$ cat src/rtl/bcd_div_pkg.sv
package bcd_div_pkg;
  localparam int unsigned DIGIT_W   = 4;
  localparam int unsigned MAX_DIGIT = 9;

  typedef logic [DIGIT_W-1:0] digit_t;

  function automatic logic digit_ok(digit_t d);
    return d <= digit_t'(MAX_DIGIT);
  endfunction

  function automatic digit_t digit_dec(digit_t d);
    return (d == '0) ? digit_t'(MAX_DIGIT) : d - digit_t'(1);
  endfunction
endpackage

$ cat src/rtl/bcd_decade_stage.sv
module bcd_decade_stage
  import bcd_div_pkg::*;
(
  input  logic   clk_i,
  input  logic   rst_ni,
  input  logic   clr_i,
  input  logic   load_i,
  input  digit_t load_val_i,
  input  logic   dec_i,
  output digit_t q_o,
  output logic   borrow_o
);
  digit_t q_q;

  always_ff @(posedge clk_i or negedge rst_ni) begin
    if (!rst_ni)     q_q <= '0;
    else if (clr_i)  q_q <= '0;
    else if (load_i) q_q <= load_val_i;
    else if (dec_i)  q_q <= digit_dec(q_q);
  end

  // wrap 0 -> 9 lends to the next decade
  assign borrow_o = dec_i & (q_q == '0);
  assign q_o      = q_q;
endmodule

$ cat src/rtl/bcd_ratio_check.sv
module bcd_ratio_check
  import bcd_div_pkg::*;
#(
  parameter int unsigned NUM_DIGITS = 2,
  localparam int unsigned W = NUM_DIGITS * DIGIT_W
) (
  input  logic [W-1:0] ratio_i,
  output logic         ok_o
);
  logic [NUM_DIGITS-1:0] digit_good;

  for (genvar g = 0; g < NUM_DIGITS; g++) begin : g_digit
    assign digit_good[g] = digit_ok(ratio_i[g*DIGIT_W +: DIGIT_W]);
  end

  assign ok_o = (&digit_good) & (|ratio_i);
endmodule

$ cat src/rtl/bcd_term_detect.sv
module bcd_term_detect
  import bcd_div_pkg::*;
#(
  parameter int unsigned NUM_DIGITS = 2,
  localparam int unsigned W = NUM_DIGITS * DIGIT_W
) (
  input  logic [W-1:0] count_i,
  output logic         is_zero_o,
  output logic         is_one_o
);
  logic upper_zero;

  always_comb begin
    upper_zero = 1'b1;
    for (int i = 1; i < int'(NUM_DIGITS); i++) begin
      if (count_i[i*DIGIT_W +: DIGIT_W] != '0) upper_zero = 1'b0;
    end
  end

  assign is_zero_o = upper_zero & (count_i[DIGIT_W-1:0] == '0);
  assign is_one_o  = upper_zero & (count_i[DIGIT_W-1:0] == digit_t'(1));
endmodule

$ cat src/rtl/bcd_divider.sv
module bcd_divider
  import bcd_div_pkg::*;
#(
  parameter int unsigned NUM_DIGITS = 2,
  localparam int unsigned W = NUM_DIGITS * DIGIT_W
) (
  input  logic         clk_i,
  input  logic         rst_ni,
  input  logic         srst_i,
  input  logic         en_i,
  input  logic [W-1:0] ratio_i,
  output logic         pulse_o,
  output logic [W-1:0] count_o,
  output logic         bad_ratio_o
);
  logic          ratio_ok;
  logic          is_zero, is_one;
  logic          run_en, term_hit, load, clr;
  logic [W-1:0]  count_q;
  logic [NUM_DIGITS:0] dec_chain;
  logic          pulse_q;

  bcd_ratio_check #(.NUM_DIGITS(NUM_DIGITS)) u_ratio_check (
    .ratio_i (ratio_i),
    .ok_o    (ratio_ok)
  );

  bcd_term_detect #(.NUM_DIGITS(NUM_DIGITS)) u_term_detect (
    .count_i   (count_q),
    .is_zero_o (is_zero),
    .is_one_o  (is_one)
  );

  assign clr      = ~ratio_ok;
  assign run_en   = ratio_ok & en_i & ~srst_i & ~is_zero;
  assign term_hit = run_en & is_one;
  // borrow out of the top decade would be an underflow: treat it as reload
  assign load     = ratio_ok & (srst_i | is_zero | term_hit | dec_chain[NUM_DIGITS]);
  assign dec_chain[0] = run_en & ~is_one;

  for (genvar g = 0; g < NUM_DIGITS; g++) begin : g_stage
    bcd_decade_stage u_stage (
      .clk_i      (clk_i),
      .rst_ni     (rst_ni),
      .clr_i      (clr),
      .load_i     (load),
      .load_val_i (ratio_i[g*DIGIT_W +: DIGIT_W]),
      .dec_i      (dec_chain[g]),
      .q_o        (count_q[g*DIGIT_W +: DIGIT_W]),
      .borrow_o   (dec_chain[g+1])
    );
  end

  always_ff @(posedge clk_i or negedge rst_ni) begin
    if (!rst_ni) pulse_q <= 1'b0;
    else         pulse_q <= term_hit;
  end

  assign pulse_o     = pulse_q;
  assign count_o     = count_q;
  assign bad_ratio_o = ~ratio_ok;
endmodule


$ cat config.mk
export PLATFORM = sky130hd
export DESIGN_NAME = bcd_divider
export DESIGN_NICKNAME = d
export VERILOG_FILES = /design/src/rtl/bcd_div_pkg.sv /design/src/rtl/bcd_decade_stage.sv /design/src/rtl/bcd_ratio_check.sv /design/src/rtl/bcd_term_detect.sv /design/src/rtl/bcd_divider.sv
export SDC_FILE = /design/constraint.sdc
export NUM_CORES = 1
export LEC_CHECK = 0
export BUFFER_PORTS_ARGS = -buffer_cell sky130_fd_sc_hd__buf_4
export CORE_AREA = 2 2 40 42
export DETAILED_ROUTE_END_ITERATION = 10
export DIE_AREA = 0 0 42 44
export PLACE_DENSITY = 0.83
export SLEW_MARGIN = 40
export SYNTH_ARGS = -nofsm -noshare
export SYNTH_HDL_FRONTEND = slang
export SYNTH_SLANG_ARGS = --single-unit
$ cat constraint.sdc
create_clock -name clk_i -period 2.4 [get_ports clk_i]
set_input_delay 0.12 -clock clk_i [delete_from_list [all_inputs] [get_ports clk_i]]
set_output_delay 0.12 -clock clk_i [all_outputs]
set_load 0.01 [all_outputs]
## Yosys cells after proc, flatten, opt, wreduce, memory -nomap -nowiden

Index checks and enable logic that the tools add are counted.

- Register bits: 9
- Bits of input ports: 12
- Output and inout port bits: 10
- Logic and storage cells: 42

- Add/sub/neg operators: 2
- $lt $le $gt $ge: 2
- Eq/ne operators: 3
- Multiplexer cells: 9
- Bitwise operators: 18
- Reduce and logical (&&, ||, !) cells: 5

Operators by type and width:

| operator | count |
|---|---|
| $mux 4 | 8 |
| $and 1x1->1 | 11 |
| $le 4x4->1 const B | 2 |
| $logic_not 4->1 | 2 |
| $reduce_or 8->1 | 1 |
| $sub 4x1->4 const B | 2 |
| $ne 3x1->1 const B | 2 |
| $eq 4x1->1 const B | 1 |
| $not 1->1 | 4 |
| $reduce_bool 4->1 | 1 |
| $or 1x1->1 | 3 |
| $reduce_and 2->1 | 1 |
| $mux 1 | 1 |

## Logic depth before layout (Yosys ltp)

- Word-level depth: 13
- Mapped depth: 6
- Depth with buffers taken out: 5

## Modules after synthesis

Synthesis repeated with hierarchy kept, for this count alone.

- Cells, all modules: 66
- Area total of the unflattened synthesis: 628.1 um2

By module, submodules not included:

| module | times used | cells an instance | area an instance (um2) | sequential area each (um2) |
|---|---|---|---|---|
| bcd_decade_stage | 2 | 24 | 242.7 | 100.1 |
| bcd_divider | 1 | 7 | 63.8 | 25.0 |
| bcd_term_detect | 1 | 5 | 41.3 | 0.0 |
| bcd_ratio_check | 1 | 6 | 37.5 | 0.0 |

## Worst setup path after synthesis

Ideal clock, no wire load.

- Path type: reg2reg
- Start: reg g_stage[1].u_stage.q_q[1]
- End: reg g_stage[1].u_stage.q_q[2]
- Setup time: 0.121 ns
- Data arrival time: 1.573 ns
- Data required time: 2.279 ns
- Setup slack: 0.706 ns
- Cell stages (with the launch flop): 6
- Buffers on the path: 0
- Period minus slack after synthesis: 1.694 ns
- Path through: dfrtp_1 -> or4_4 -> a21boi_2 -> nand2b_2 -> nor2_2 -> a22o_1

- Longest elaborated chain between the ends: 12
- Elaborated cells between the ends (all ways): 22
- Those cells by class: 1 x add/sub; 1 x eq/ne; 5 x mux; 13 x bitwise; 2 x reduce/logical

RTL lines:

| element | RTL line | source |
|---|---|---|
| from (decl) | bcd_decade_stage.sv:13 | `digit_t q_q;` |
| from (signal assigned) | bcd_decade_stage.sv:18 | `else if (load_i) q_q <= load_val_i;` |
| from (signal assigned) | bcd_decade_stage.sv:19 | `else if (dec_i) q_q <= digit_dec(q_q);` |
| $reduce_bool 4->1 | bcd_term_detect.sv:16 | `if (count_i[i*DIGIT_W +: DIGIT_W] != '0) upper_zero = 1'b0;` |
| $mux 1 | bcd_term_detect.sv:16 |  |
| $and 1x1->1 | bcd_term_detect.sv:20 | `assign is_zero_o = upper_zero & (count_i[DIGIT_W-1:0] == '0);` |
| $not 1->1 | bcd_divider.sv:35 | `assign run_en = ratio_ok & en_i & ~srst_i & ~is_zero;` |
| $and 1x1->1 | bcd_divider.sv:35 |  |
| $and 1x1->1 | bcd_divider.sv:39 | `assign dec_chain[0] = run_en & ~is_one;` |
| $and 1x1->1 (2 in a row) | bcd_decade_stage.sv:23 | `assign borrow_o = dec_i & (q_q == '0);` |
| $or 1x1->1 | bcd_divider.sv:38 | `assign load = ratio_ok & (srst_i \| is_zero \| term_hit \| dec_chain[NUM_DIGITS]);` |
| $and 1x1->1 | bcd_divider.sv:38 |  |
| $mux 4 | bcd_decade_stage.sv:18 |  |
| $mux 4 | bcd_decade_stage.sv:17 | `else if (clr_i) q_q <= '0;` |

Parallel ways exist; a longest one is shown, timed or not. The select of a mux whose other input is x is not followed.
A chain may end at the register's enable or synchronous reset.

## Worst setup path in the final report

- Start: reg g_stage[1].u_stage.q_q[0]
- End: reg g_stage[1].u_stage.q_q[0]

The elaborated chain is that of the path after synthesis.

==> results.md <==
- Outcome: completed
- Fill count: 132
- Fin Hold WS: 0.138 ns
- Design area: 878 um2
- Number of antenna diodes: 0
- Placer Congestion: a little under 1
- Slew Limit Fails: 0
- DRT iter0 DRCs: 26
- Crit. End Element: flop
- Total power: 0.586 mW
- CP Launch Point: g_stage[1].u_stage.q_o[0]
- Vias per cell: 6.73
- Post-Route Utilization: 61.9%
- Area grow syn2layout: 29.0%
- Largest family of logic cells by synthesized area: simple AND/OR/NAND/NOR gates
- Setup violators final: 0
- CTS Root Cell: clkbuf_4
- PostCTS Resize Cnt: 0
- Yosys cell types: 36
- FMAX: 0.543 GHz
- GRT Total Usage: 22.3%
- Count of boundary I/O pins: 22
- RSZ-0062 raised after global routing: no
- Vias in the first global route: about 650
- Max cap viols: 0
- Max_slew headroom: 73.9%
- Largest net degree at the start of global routing: 13
- Post-synthesis instance area: around 700 um2
- Crit-path max FO: 7
- Post-synthesis compound-gate area fraction: 26.5%
- Die Width: 42 um
- Remaining global-route overflow: 0
- Most frequent cells in the layout: buf_4 (22), nor2_1 (9), dfrtp_1 (9), o21ai_0 (7), nand2_1 (5)
- CTS Hold Bufs: 1
- Peak VDD IR: 0.322 mV
- Min-Delay Path Class: in -> reg
- Post CTS Setup Buffer Count: 0
- Clk_skew: 0.00131 ns
- Syn. warnings: 0
- PD cells: 667 mW/mm2
- Post-synthesis adder-cell area fraction: 0%
- Crit path arrival time: 1.99 ns
- Clk sinks: 9
- RR Startpoint: g_stage[1].u_stage.q_o[0]
- Sum Neg Setup Slack: 0 ns
- Initial antenna violation count: 0
- Final worst path period share: 76.7%
- Area after DPL: roughly 840 um2
- Num CTS Buffers: 3
- Final worst setup slack: 0.559 ns
- CTS tree: built
- Layout Nets: 110
- Std-Cell Rows: 14
- Hold Path Origin: ratio_i[7]
- Area of the die: between 0.0015 and 0.002 mm2
- Most frequent CP cell: nor2_1
- Clock-pin slew on the worst setup and hold paths: ~0.070 ns
- DRC violations left: 0
- Layout cell share with drive strength beyond 1: a little under two fifths
- Total routed wirelength: roughly 1.9 mm
- Hold Violations, Final: 0
- WP data required: 2.55 ns
- Mean Syn Cell Area: roughly 9.3 um2
- Synth Instances: 73
- Global-route wire length before repair: between 3 and 4 mm
- Drt pass-1 iters: 5
- Minimum clock period: roughly 1.8 ns
- Worst slew pin tran: 0.392 ns
- Critical path's largest stage delay: between 0.5 and 0.6 ns
- Detail Route Antenna Nets: 0
- Seq/Total Area, Yosys: between 30% and 40%
- IO buf count: 21
- Commonest non-fill, non-tap cell in the layout: buf_4
- Startpoint Class: flop
- Die height: 44 um
- CP Class: reg -> reg
- Core ar.: between 0.001 and 0.0015 mm2
- Post-Synth Simple-Gate Area: 31.6%
- CP Cell Sequence: or4_4 > a21boi_2 > nor2_1 > a221oi_1 > nor2_1
- Worst-Skew Late Latency: around 0.27 ns
- Htree depth: 1
- Routed len/inst: 16.7 um
- Seq cells post-synth: 9
- Initial core utilization: 48.0%
- DP Wirelength: 1.40 mm
- XOR/XNOR Fraction of Synth Area: 1.29%
- Finished Layout Cells: 113
- Post-Place Cells: between 100 and 150
- Maximum clock insertion buffer count: 2
- Critical-path top delay cell: or4_4
- Vias: 760
- Pre-CTS setup slack: 0.583 ns
- Syn nets: 85
- Mux share of post-synthesis cell area: 2.94%
- Leakage Power: 0.397 nW
[Yosys cell counts (all sizes together)]
cell type,n,area (um2)
a31oi,2,12.5
nor2,10,40.0
a21o,1,7.51
nor2b,1,6.26
o21ai,7,35.0
clkbuf,1,13.8
a21boi,1,11.3
nand4b,1,8.76
a21oi,2,13.8
a22o,1,8.76
nor4b,1,15.0
nand3b,2,15.0
mux2i,2,20.0
dfrtp,9,225
nand3,2,10.0
xor2,1,8.76
or4,1,11.3
a22oi,1,7.51
a311oi,1,8.76
a211o,1,8.76
or4b,1,10.0
nand2b,1,8.76
inv,2,7.51
o31ai,1,12.5
nor3,2,10.0
nor4,4,55.1
a211oi,1,7.51
a32o,1,11.3
a221oi,2,17.5
a32oi,2,17.5
buf,2,10.0
nand2,6,25.0
[logic make-up (layout without fill, tap and decap cells)]
family                 Yosys count  after routing
AND/OR/NAND/NOR                 32             32
AO/OA/AOI/OAI                   24             24
buffers and inverters            5             29
XOR/XNOR                         1              1
flip-flops                       9              9
multiplexers                     2              2
[registers in the layout (all words and copies together), names as in the netlist]
| name | flops |
|---|---|
| g_stage.u_stage.q_o | 8 |
| pulse_o | 1 |
[critical path, delay by kind of cell (launching register included)]
family,cells,cell delay (ns)
simple gates,3,0.71
compound gates,2,0.53
flops,1,0.47
[per-layer routing]
layer  up-vias  share of wire, %  track usage, %
li1        336                 -               -
met1       361                40            30.7
met2        50                49            35.6
met3        13               7.0            1.25
met4         0               3.9            11.6
met5         -                 0               0
[path summary, 6_finish.rpt]
| path | cells past startpoint | slack (ns) | end |
|---|---|---|---|
| worst max-delay path | 5 | 0.56 | g_stage[1].u_stage.q_o[0] |
| worst min-delay path | 3 | 0.14 | g_stage[1].u_stage.q_o[3] |
| worst max register to register | 5 | 0.56 | g_stage[1].u_stage.q_o[0] |
| worst min register to register | 1 | 0.65 | g_stage[1].u_stage.q_o[1] |
| max in group asynchronous | 2 | 2.06 | g_stage[1].u_stage.q_o[1] |
| min in group asynchronous | 2 | 0.20 | g_stage[0].u_stage.q_o[1] |
[where the power goes]
group / switching [mW] / leakage [nW] / internal [mW] / total, mW
Combinational: 0.125 / 0.261 / 0.120 / 0.245
Clock: 0.0624 / 0.0150 / 0.0645 / 0.127
Sequential: 0.0451 / 0.121 / 0.169 / 0.214
Total: 0.233 / 0.397 / 0.353 / 0.586
[area by class of cell]
| class | count | area (um2) | share of cell area (%) |
|---|---|---|---|
| sequential | 9 | 225 | 25.6 |
| inverter | 2 | 7.51 | 0.855 |
| tap | 16 | 20.0 | 2.28 |
| timing repair buffer | 23 | 175 | 19.9 |
| clock buffer | 4 | 26.3 | 2.99 |
| multi-input combinational | 59 | 424 | 48.3 |
No activity file was read; power rests on OpenSTA's default activity.
